`src/rtl/ledKeyRegPkg.sv`:
```
package ledKeyRegPkg;

  typedef struct packed {
    logic       wrEn;
    logic [7:0] wrAddr;
    logic [7:0] wrData;
  } regStrobe_t;

  typedef enum logic [3:0] {
    ST_IDLE,
    ST_ADDR,
    ST_ADDR_ACK,
    ST_CMD,
    ST_CMD_ACK,
    ST_WDATA,
    ST_WDATA_ACK,
    ST_RDATA,
    ST_RACK
  } busState_t;

  localparam logic [7:0] A_DIGIT_BASE = 8'h01;
  localparam logic [7:0] A_DECODE     = 8'h09;
  localparam logic [7:0] A_GLOBAL     = 8'h0A;
  localparam logic [7:0] A_SCAN       = 8'h0B;
  localparam logic [7:0] A_SHUTDOWN   = 8'h0C;
  localparam logic [7:0] A_FEATURE    = 8'h0E;
  localparam logic [7:0] A_TEST       = 8'h0F;
  localparam logic [7:0] A_PAIR_BASE  = 8'h10;
  localparam logic [7:0] A_DIAG_BASE  = 8'h14;
  localparam logic [7:0] A_KEY_LO     = 8'h1C;
  localparam logic [7:0] A_KEY_HI     = 8'h1D;
  localparam logic [7:0] A_SELFADDR   = 8'h2D;

endpackage

```
`src/rtl/busLineFilter.sv`:
```
module busLineFilter #(
  parameter int SYNC_STAGES  = 2,
  parameter int HOLD_SAMPLES = 2
) (
  input  logic clk,
  input  logic rstN,
  input  logic lineIn,
  output logic lineOut
);

  logic [SYNC_STAGES-1:0]  syncQ;
  logic [HOLD_SAMPLES-1:0] histQ;
  logic                    syncedBit;

  assign syncedBit = syncQ[SYNC_STAGES-1];

  always_ff @(posedge clk or negedge rstN) begin
    if (!rstN) begin
      syncQ   <= '1;
      histQ   <= '1;
      lineOut <= 1'b1;
    end else begin
      syncQ <= {syncQ[SYNC_STAGES-2:0], lineIn};
      histQ <= {histQ[HOLD_SAMPLES-2:0], syncedBit};
      if (&histQ)       lineOut <= 1'b1;
      else if (~|histQ) lineOut <= 1'b0;
    end
  end

  // a change of the filtered level is never followed by another one
  p_no_double_toggle_r10: assert property (@(posedge clk) disable iff (!rstN)
    !$stable(lineOut) |=> $stable(lineOut));

endmodule

```
`src/rtl/busCtrl.sv`:
```
module busCtrl
  import ledKeyRegPkg::*;
(
  input  logic       clk,
  input  logic       rstN,
  input  logic       sclF,
  input  logic       sdaF,
  input  logic [6:0] devAddr,
  input  logic [7:0] rdByte,
  output logic [7:0] regPtr,
  output logic       sdaOe,
  output regStrobe_t strobe
);

  busState_t  state;
  logic       sclD, sdaD;
  logic [3:0] bitCnt;
  logic [7:0] rxSr, txSr;
  logic       rwBit, masterAck;
  logic       startEv, stopEv, sclRise, sclFall;

  assign startEv = sclF && sclD && sdaD && !sdaF;
  assign stopEv  = sclF && sclD && !sdaD && sdaF;
  assign sclRise = sclF && !sclD;
  assign sclFall = !sclF && sclD;

  always_ff @(posedge clk or negedge rstN) begin
    if (!rstN) begin
      state     <= ST_IDLE;
      sclD      <= 1'b1;
      sdaD      <= 1'b1;
      bitCnt    <= '0;
      rxSr      <= '0;
      txSr      <= '0;
      rwBit     <= 1'b0;
      masterAck <= 1'b0;
      regPtr    <= '0;
      sdaOe     <= 1'b0;
      strobe    <= '0;
    end else begin
      sclD        <= sclF;
      sdaD        <= sdaF;
      strobe.wrEn <= 1'b0;
      if (startEv) begin
        state  <= ST_ADDR;
        bitCnt <= '0;
        sdaOe  <= 1'b0;
      end else if (stopEv) begin
        state <= ST_IDLE;
        sdaOe <= 1'b0;
      end else begin
        case (state)
          ST_ADDR, ST_CMD, ST_WDATA: begin
            if (sclRise) begin
              rxSr   <= {rxSr[6:0], sdaF};
              bitCnt <= bitCnt + 4'd1;
            end else if (sclFall && bitCnt == 4'd8) begin
              bitCnt <= '0;
              if (state == ST_ADDR) begin
                if (rxSr[7:1] == devAddr) begin
                  rwBit <= rxSr[0];
                  sdaOe <= 1'b1;
                  state <= ST_ADDR_ACK;
                end else begin
                  state <= ST_IDLE;
                end
              end else if (state == ST_CMD) begin
                regPtr <= rxSr;
                sdaOe  <= 1'b1;
                state  <= ST_CMD_ACK;
              end else begin
                strobe.wrEn   <= 1'b1;
                strobe.wrAddr <= regPtr;
                strobe.wrData <= rxSr;
                regPtr        <= regPtr + 8'd1;
                sdaOe         <= 1'b1;
                state         <= ST_WDATA_ACK;
              end
            end
          end
          ST_ADDR_ACK: begin
            if (sclFall) begin
              if (rwBit) begin
                txSr   <= {rdByte[6:0], 1'b0};
                sdaOe  <= ~rdByte[7];
                regPtr <= regPtr + 8'd1;
                bitCnt <= 4'd1;
                state  <= ST_RDATA;
              end else begin
                sdaOe <= 1'b0;
                state <= ST_CMD;
              end
            end
          end
          ST_CMD_ACK, ST_WDATA_ACK: begin
            if (sclFall) begin
              sdaOe <= 1'b0;
              state <= ST_WDATA;
            end
          end
          ST_RDATA: begin
            if (sclFall) begin
              if (bitCnt == 4'd8) begin
                sdaOe  <= 1'b0;
                bitCnt <= '0;
                state  <= ST_RACK;
              end else begin
                sdaOe  <= ~txSr[7];
                txSr   <= {txSr[6:0], 1'b0};
                bitCnt <= bitCnt + 4'd1;
              end
            end
          end
          ST_RACK: begin
            if (sclRise) masterAck <= ~sdaF;
            else if (sclFall) begin
              if (masterAck) begin
                txSr   <= {rdByte[6:0], 1'b0};
                sdaOe  <= ~rdByte[7];
                regPtr <= regPtr + 8'd1;
                bitCnt <= 4'd1;
                state  <= ST_RDATA;
              end else begin
                sdaOe <= 1'b0;
                state <= ST_IDLE;
              end
            end
          end
          default: sdaOe <= 1'b0;
        endcase
      end
    end
  end

  // an idle slave never holds the data line
  p_idle_release_r2: assert property (@(posedge clk) disable iff (!rstN)
    (state == ST_IDLE) |-> !sdaOe);

  // the pointer has moved past the register just written
  p_ptr_step_r3: assert property (@(posedge clk) disable iff (!rstN)
    strobe.wrEn |-> (regPtr == strobe.wrAddr + 8'd1));

  // write strobe lasts a single cycle
  p_strobe_single_r12: assert property (@(posedge clk) disable iff (!rstN)
    strobe.wrEn |=> !strobe.wrEn);

  // a STOP leaves the pointer where it was
  p_stop_keeps_ptr_r9: assert property (@(posedge clk) disable iff (!rstN)
    stopEv |=> (regPtr == $past(regPtr)));

  // a NACKed byte returns the slave to idle with the line released
  p_nack_release_r4: assert property (@(posedge clk) disable iff (!rstN)
    (state == ST_RACK && sclFall && !masterAck && !startEv && !stopEv) |=> (!sdaOe && state == ST_IDLE));

endmodule

```
`src/rtl/regBank.sv`:
```
module regBank
  import ledKeyRegPkg::*;
#(
  parameter int DIGITS = 8
) (
  input  logic                  clk,
  input  logic                  rstN,
  input  regStrobe_t            strobe,
  input  logic [7:0]            rdAddr,
  input  logic [1:0]            strapOpen,
  input  logic [15:0]           keyIn,
  input  logic [8*DIGITS-1:0]   diagIn,
  output logic [7:0]            rdByte,
  output logic [6:0]            devAddr,
  output logic [8*DIGITS-1:0]   digitData,
  output logic [7:0]            decodeEn,
  output logic [7:0]            globalInt,
  output logic [7:0]            scanLimit,
  output logic [7:0]            shutdownReg,
  output logic [7:0]            featureReg,
  output logic [7:0]            testReg,
  output logic [4*DIGITS-1:0]   pairInt
);

  localparam int PAIRS = DIGITS / 2;

  logic [7:0] digitQ [DIGITS];
  logic [7:0] pairQ  [PAIRS];
  logic       selfEn;
  logic [1:0] strapQ;
  logic       ctrlClear;

  assign ctrlClear = strobe.wrEn && strobe.wrAddr == A_FEATURE && strobe.wrData[1];
  assign devAddr   = selfEn ? {5'b00000, strapQ} : 7'b0000000;

  for (genvar i = 0; i < DIGITS; i++) begin : g_digit
    always_ff @(posedge clk or negedge rstN) begin
      if (!rstN) digitQ[i] <= '0;
      else if (strobe.wrEn && strobe.wrAddr == A_DIGIT_BASE + 8'(i)) digitQ[i] <= strobe.wrData;
    end
    assign digitData[8*i +: 8] = digitQ[i];
  end

  for (genvar j = 0; j < PAIRS; j++) begin : g_pair
    always_ff @(posedge clk or negedge rstN) begin
      if (!rstN) pairQ[j] <= '0;
      else if (ctrlClear) pairQ[j] <= '0;
      else if (strobe.wrEn && strobe.wrAddr == A_GLOBAL) pairQ[j] <= {2{strobe.wrData[3:0]}};
      else if (strobe.wrEn && strobe.wrAddr == A_PAIR_BASE + 8'(j)) pairQ[j] <= strobe.wrData;
    end
    assign pairInt[8*j +: 8] = pairQ[j];
  end

  always_ff @(posedge clk or negedge rstN) begin
    if (!rstN) begin
      decodeEn    <= '0;
      globalInt   <= '0;
      scanLimit   <= '0;
      shutdownReg <= '0;
      featureReg  <= '0;
      testReg     <= '0;
      selfEn      <= 1'b0;
      strapQ      <= '0;
    end else if (strobe.wrEn) begin
      case (strobe.wrAddr)
        A_DECODE: decodeEn  <= strobe.wrData;
        A_GLOBAL: globalInt <= strobe.wrData;
        A_SCAN:   scanLimit <= strobe.wrData;
        A_TEST:   testReg   <= strobe.wrData;
        A_SHUTDOWN: begin
          shutdownReg <= strobe.wrData;
          if (!strobe.wrData[7]) featureReg <= '0;
        end
        A_FEATURE: begin
          featureReg <= strobe.wrData;
          if (strobe.wrData[1]) begin
            decodeEn    <= '0;
            globalInt   <= '0;
            scanLimit   <= '0;
            shutdownReg <= '0;
            testReg     <= '0;
          end
        end
        A_SELFADDR: begin
          selfEn <= strobe.wrData[0];
          if (strobe.wrData[0]) strapQ <= strapOpen;
        end
        default: ;
      endcase
    end
  end

  always_comb begin
    rdByte = '0;
    for (int i = 0; i < DIGITS; i++) begin
      if (rdAddr == A_DIGIT_BASE + 8'(i)) rdByte = digitQ[i];
      if (rdAddr == A_DIAG_BASE + 8'(i))  rdByte = diagIn[8*i +: 8];
    end
    for (int j = 0; j < PAIRS; j++) begin
      if (rdAddr == A_PAIR_BASE + 8'(j)) rdByte = pairQ[j];
    end
    case (rdAddr)
      A_DECODE:   rdByte = decodeEn;
      A_GLOBAL:   rdByte = globalInt;
      A_SCAN:     rdByte = scanLimit;
      A_SHUTDOWN: rdByte = shutdownReg;
      A_FEATURE:  rdByte = featureReg;
      A_TEST:     rdByte = testReg;
      A_KEY_LO:   rdByte = keyIn[7:0];
      A_KEY_HI:   rdByte = keyIn[15:8];
      A_SELFADDR: rdByte = {7'b0, selfEn};
      default: ;
    endcase
  end

  // a global write leaves every pair register holding the doubled nibble
  p_fanout_r5: assert property (@(posedge clk) disable iff (!rstN)
    (strobe.wrEn && strobe.wrAddr == A_GLOBAL) |=> (pairInt == {(2*PAIRS){$past(strobe.wrData[3:0])}}));

  // shutdown write with bit 7 low empties the feature register
  p_feature_clear_r6: assert property (@(posedge clk) disable iff (!rstN)
    (strobe.wrEn && strobe.wrAddr == A_SHUTDOWN && !strobe.wrData[7]) |=> (featureReg == 8'h00));

  // control reset keeps digit contents
  p_regres_digits_r7: assert property (@(posedge clk) disable iff (!rstN)
    ctrlClear |=> ($stable(digitData) && decodeEn == 8'h00 && scanLimit == 8'h00 && pairInt == '0));

  // enabling self addressing picks up the strap levels
  p_selfaddr_r8: assert property (@(posedge clk) disable iff (!rstN)
    (strobe.wrEn && strobe.wrAddr == A_SELFADDR && strobe.wrData[0]) |=> (devAddr == {5'b00000, $past(strapOpen)}));

endmodule

```
`src/rtl/ledKeyRegSlave.sv`:
```
module ledKeyRegSlave
  import ledKeyRegPkg::*;
#(
  parameter int DIGITS       = 8,
  parameter int SYNC_STAGES  = 2,
  parameter int HOLD_SAMPLES = 2
) (
  input  logic                clk,
  input  logic                rstN,
  input  logic                sclIn,
  input  logic                sdaIn,
  output logic                sdaOe,
  input  logic [1:0]          strapOpen,
  input  logic [15:0]         keyIn,
  input  logic [8*DIGITS-1:0] diagIn,
  output logic [8*DIGITS-1:0] digitData,
  output logic [7:0]          decodeEn,
  output logic [7:0]          globalInt,
  output logic [7:0]          scanLimit,
  output logic [7:0]          shutdownReg,
  output logic [7:0]          featureReg,
  output logic [7:0]          testReg,
  output logic [4*DIGITS-1:0] pairInt,
  output logic                wrStrobe,
  output logic [7:0]          wrAddr,
  output logic [7:0]          wrData
);

  logic       sclF, sdaF;
  logic [6:0] devAddr;
  logic [7:0] rdByte, regPtr;
  regStrobe_t strobe;

  busLineFilter #(.SYNC_STAGES(SYNC_STAGES), .HOLD_SAMPLES(HOLD_SAMPLES)) u_sclFilt (
    .clk(clk), .rstN(rstN), .lineIn(sclIn), .lineOut(sclF));

  busLineFilter #(.SYNC_STAGES(SYNC_STAGES), .HOLD_SAMPLES(HOLD_SAMPLES)) u_sdaFilt (
    .clk(clk), .rstN(rstN), .lineIn(sdaIn), .lineOut(sdaF));

  busCtrl u_ctrl (
    .clk(clk), .rstN(rstN), .sclF(sclF), .sdaF(sdaF), .devAddr(devAddr),
    .rdByte(rdByte), .regPtr(regPtr), .sdaOe(sdaOe), .strobe(strobe));

  regBank #(.DIGITS(DIGITS)) u_bank (
    .clk(clk), .rstN(rstN), .strobe(strobe), .rdAddr(regPtr), .strapOpen(strapOpen),
    .keyIn(keyIn), .diagIn(diagIn), .rdByte(rdByte), .devAddr(devAddr),
    .digitData(digitData), .decodeEn(decodeEn), .globalInt(globalInt),
    .scanLimit(scanLimit), .shutdownReg(shutdownReg), .featureReg(featureReg),
    .testReg(testReg), .pairInt(pairInt));

  assign wrStrobe = strobe.wrEn;
  assign wrAddr   = strobe.wrAddr;
  assign wrData   = strobe.wrData;

endmodule

```
`config.mk`:
```
export PLATFORM = sky130hd
export DESIGN_NAME = ledKeyRegSlave
export DESIGN_NICKNAME = d
export VERILOG_FILES = /design/src/rtl/ledKeyRegPkg.sv /design/src/rtl/busLineFilter.sv /design/src/rtl/busCtrl.sv /design/src/rtl/regBank.sv /design/src/rtl/ledKeyRegSlave.sv
export SDC_FILE = /design/constraint.sdc
export NUM_CORES = 1
export LEC_CHECK = 0
export BUFFER_PORTS_ARGS = -buffer_cell sky130_fd_sc_hd__buf_2
export CAP_MARGIN = 10
export CORE_MARGIN = 3
export CORE_UTILIZATION = 55
export DETAILED_ROUTE_END_ITERATION = 10
export HOLD_SLACK_MARGIN = 0.08
export PLACE_DENSITY = 0.81
export SKIP_LAST_GASP = 1
export SLEW_MARGIN = 10
export SYNTH_ARGS = -nofsm -noshare
export SYNTH_HDL_FRONTEND = slang
export SYNTH_SLANG_ARGS = --single-unit
```
`constraint.sdc`:
```
create_clock -name clk -period 3.93 [get_ports clk]
set_input_delay 0.393 -clock clk [delete_from_list [all_inputs] [get_ports clk]]
set_output_delay 0.393 -clock clk [all_outputs]
set_load 0.02 [all_outputs]
```
==> summary.txt <==
Run status
  – Status: finished, final reports clean

Logic synthesis
  – Post-synthesis net count: 1,278
  – Synth top area share: 0.433
  – Xor/xnor share of the synthesized area: 0.00153
  – #FFs+latches synth: 210
  – Yosys top cell by area: dfrtp_1
  – Number of synthesized flops with an enable pin: 0
  – Simple-Gate Fraction of Synth Area: 0.172
  – Mux cell area share after synthesis: 0.107
  – Most used flip-flop cell after synthesis: dfrtp_1
  – Seq/Total Area, Yosys: 0.460
  – Top post-synthesis cells by area: dfrtp_1 43%, mux2_2 10%, nand2_1 4.9%
  – Synthesized cell area: 0.0114 sq mm
  – Commonest cells post-synth: 198 x dfrtp_1, 149 x nand2_1, 106 x mux2_2
  – Post-synthesis compound-gate area fraction: 0.212
  – Largest family of logic cells by synthesized area: compound AO/OA/AOI/OAI gates
  – Yosys warning count: 0
  – Post-Syn Instances: 1,184
  – Synthesized area per cell: 9.67 sq um
  – Count leader, synth: dfrtp_1
  – Synth cell types: 85
  – Synth async-reset ratio: 1.00
  – Post-Synth Adder-Cell Area: 0.00874

Routing
  – Routed WL: 47,500 um
  – Via/cell ratio: 6.84
  – Drt wl/cell: about 28 um
  – Antenna Nets Post-Route: 0
  – DRC: 0
  – Starting DRC count in detailed routing: 1,734
  – TritonRoute pass-1 iters: 5
  – Via count: 11,700

Timing
  – Period utilisation layout: 0.909
  – RSZ-0062 raised after global routing: false
  – Worst Tran Pin Value: 1140 ps
  – Post-layout minimum cycle time: 3570 ps
  – Final setup violation count: 0
  – Max_slew headroom: 0.238
  – Slew Limit Fails: 0
  – Setup tns final: 0 ps
  – Hold Violations, Final: 0
  – F_max: 280 MHz
  – Fin Clk Skew: 12.4 ps

Clocking
  – TritonCTS clock tree: built
  – CTS Buf Count: 23
  – Root Driver: clkbuf_16
  – Skew-Pair Late Insertion Delay: 520 ps
  – Bufs on Longest Clock Path: 3
  – Post-CTS Setup Inserts: 0
  – Sink Count: 210
  – Worst-path clk slew: 60 ps
  – H-tree levels: 1

Floorplan
  – Die area: 0.0226 sq mm
  – Initial Util: 0.562
  – Die X: 150 um
  – Die Ht: ~150 um
  – Row cnt: 52
  – Core area: approximately 0.02 sq mm
  – # IOs: 248

Global route
  – Total global routing overflow: 0
  – Initial antenna violation count: 0
  – Vias in the first global route: 10,900
  – First-pass GRT wire length: 69,800 um
  – Largest net degree at the start of global routing: 83
  – Total track usage: 0.410

Worst setup path
  – Critical-path maximum fanout: 8
  – CP cell instances: inv_1 -> ha_1 -> nor4b_4 -> nand2_1 -> nor2_1 -> a221o_1 -> nor4_1 -> a2111oi_0 -> o31a_1
  – Setup crit end kind: flip-flop
  – CP top delay family: simple AND/OR/NAND/NOR gates
  – CP Class: flip-flop to flip-flop
  – CP bufs+invs: 1
  – Critical path's largest stage delay: around 750 ps
  – WP data arrival: 4030 ps
  – Crit start category: flip-flop
  – Critical-path top delay cell: a2111oi_0
  – WP data required: roughly 4400 ps

Cells and area
  – Layout Nets: 1,515
  – Footprint of the multi-input gates: 0.00575 sq mm
  – Fraction of layout cells with a size suffix above 1: 0.322
  – Synthesis-to-layout area growth: 20.3%
  – Fillcell total: 1,630
  – Final core utilization: 0.676
  – FF+latch area: 0.00527 sq mm

Placed design
  – Gpl congestion: 1.01
  – Dpl hpwl: approximately 35,000 um
  – Port buffer count: about 250

Pwr
  – Overall Power: 4.69 mW
  – PwrDens: between 300 and 400 mW/mm^2
  – Leak: 6.72 nW
  – Maximum VDD drop: 0.000327 V

Hold path
  – Worst Hold Class: input pin to flip-flop

Flow run
  – Max-cap violations: 0
[repair_timing]
action | in CTS | in global routing
endpoints found under the hold margin | 69 | 0
resized for setup | 0 | 0
hold buffers | 3 | 0
[final timing paths]
path | cells past startpoint | end | slack, ps | from
min reg2reg | 0 | u_sdaFilt.histQ[0]$_DFF_PN1_ | 350 | u_sdaFilt.syncQ[1]$_DFF_PN1_
max in group asynchronous | 3 | u_bank.pairInt[22]$_DFFE_PN0P_ | 2570 | rstN
max reg2reg | 9 | u_ctrl.txSr[3]$_DFFE_PN0P_ | 360 | u_ctrl.regPtr[0]$_DFFE_PN0P_
min in group asynchronous | 2 | u_bank.digitData[26]$_DFFE_PN0P_ | 470 | rstN
max | 9 | u_ctrl.txSr[3]$_DFFE_PN0P_ | 360 | u_ctrl.regPtr[0]$_DFFE_PN0P_
min | 2 | u_bank.strapQ[0]$_DFFE_PN0P_ | 120 | strapOpen[0]
[placed cells by master, fill, tap and decap left out, drive strengths merged, types with 16 or more instances in the layout]
cell type  Yosys  layout
nand2        149     149
o21ai        104     104
nand3         47      47
mux2         106     106
a22o          23      23
nor3          36      36
a21oi         47      47
a22oi         18      18
a221oi        23      23
nor2          63      63
clkbuf        59      33
dfrtp        198     198
inv           30      31
buf           18     285
o22ai         16      16
[layout make-up]
class,count,area share
clock buffers,32,0.0479
flip-flops and latches,210,0.383
multi-input cells,866,0.418
clock inverters,8,0.00373
repair buffers,289,0.115
inverters,31,0.00845
well taps,270,0.0245
diodes,1,0.000182
[routing by layer]
| metal | up-vias | wire length [um] | GRT usage | part of all wire |
|---|---|---|---|---|
| li1 | 4921 | - | - | - |
| met1 | 5615 | 18500 | 0.578 | 0.39 |
| met2 | 966 | 20700 | 0.615 | 0.44 |
| met3 | 169 | 6260 | 0.100 | 0.13 |
| met4 | 0 | 2080 | 0.156 | 0.044 |
| met5 | - | 0 | 0 | 0 |
[power breakdown]
group | internal (mW) | leakage [nW] | switching, mW
clock network | 1.17 | 0.345 | 0.910
logic | 0.128 | 3.51 | 0.156
registers | 2.23 | 2.86 | 0.0939
[cell families (layout without fill, tap and decap cells)]
logic type      count (synthesis)  after routing
other cells                     0              1
mux                           109            109
flops                         210            210
simple gates                  395            395
xor+xnor                        2              2
fa+ha+maj                       8              8
compound gates                352            352
buf+inv                       108            360
[state kept, by name, summed over array words and instances (netlist names), 4 cells and up]
name and count:
u_bank.shutdownReg 8, u_bank.pairInt 32, u_ctrl.state 4, u_bank.featureReg 8, u_bank.globalInt 8, u_ctrl.txSr 7
u_ctrl.rxSr 8, u_ctrl.strobe 17, u_bank.testReg 8, u_bank.decodeEn 8, u_bank.digitData 64, u_ctrl.bitCnt 4
u_ctrl.regPtr 8, u_bank.scanLimit 8
[worst reg2reg max path, delay by kind of cell (launching register included)]
kind            cells  cell delay (ps)
simple gates        4             1470
fa+ha+maj           1              230
buf+inv             1              170
flops               1              400
compound gates      3             1240
[per-stage QoR]
step	area, sq um	instances	hold WS, ps	setup slack, ps
after floorplan	11400	1184	97.4	1180
after global placement	13000	1663	346	490
after detailed placement	13000	1663	347	492
after CTS	13800	1706	114	476
after global routing	13800	1706	116	177
final	13800	1707	116	359
Note: power is estimated with default switching activity, not from simulation.
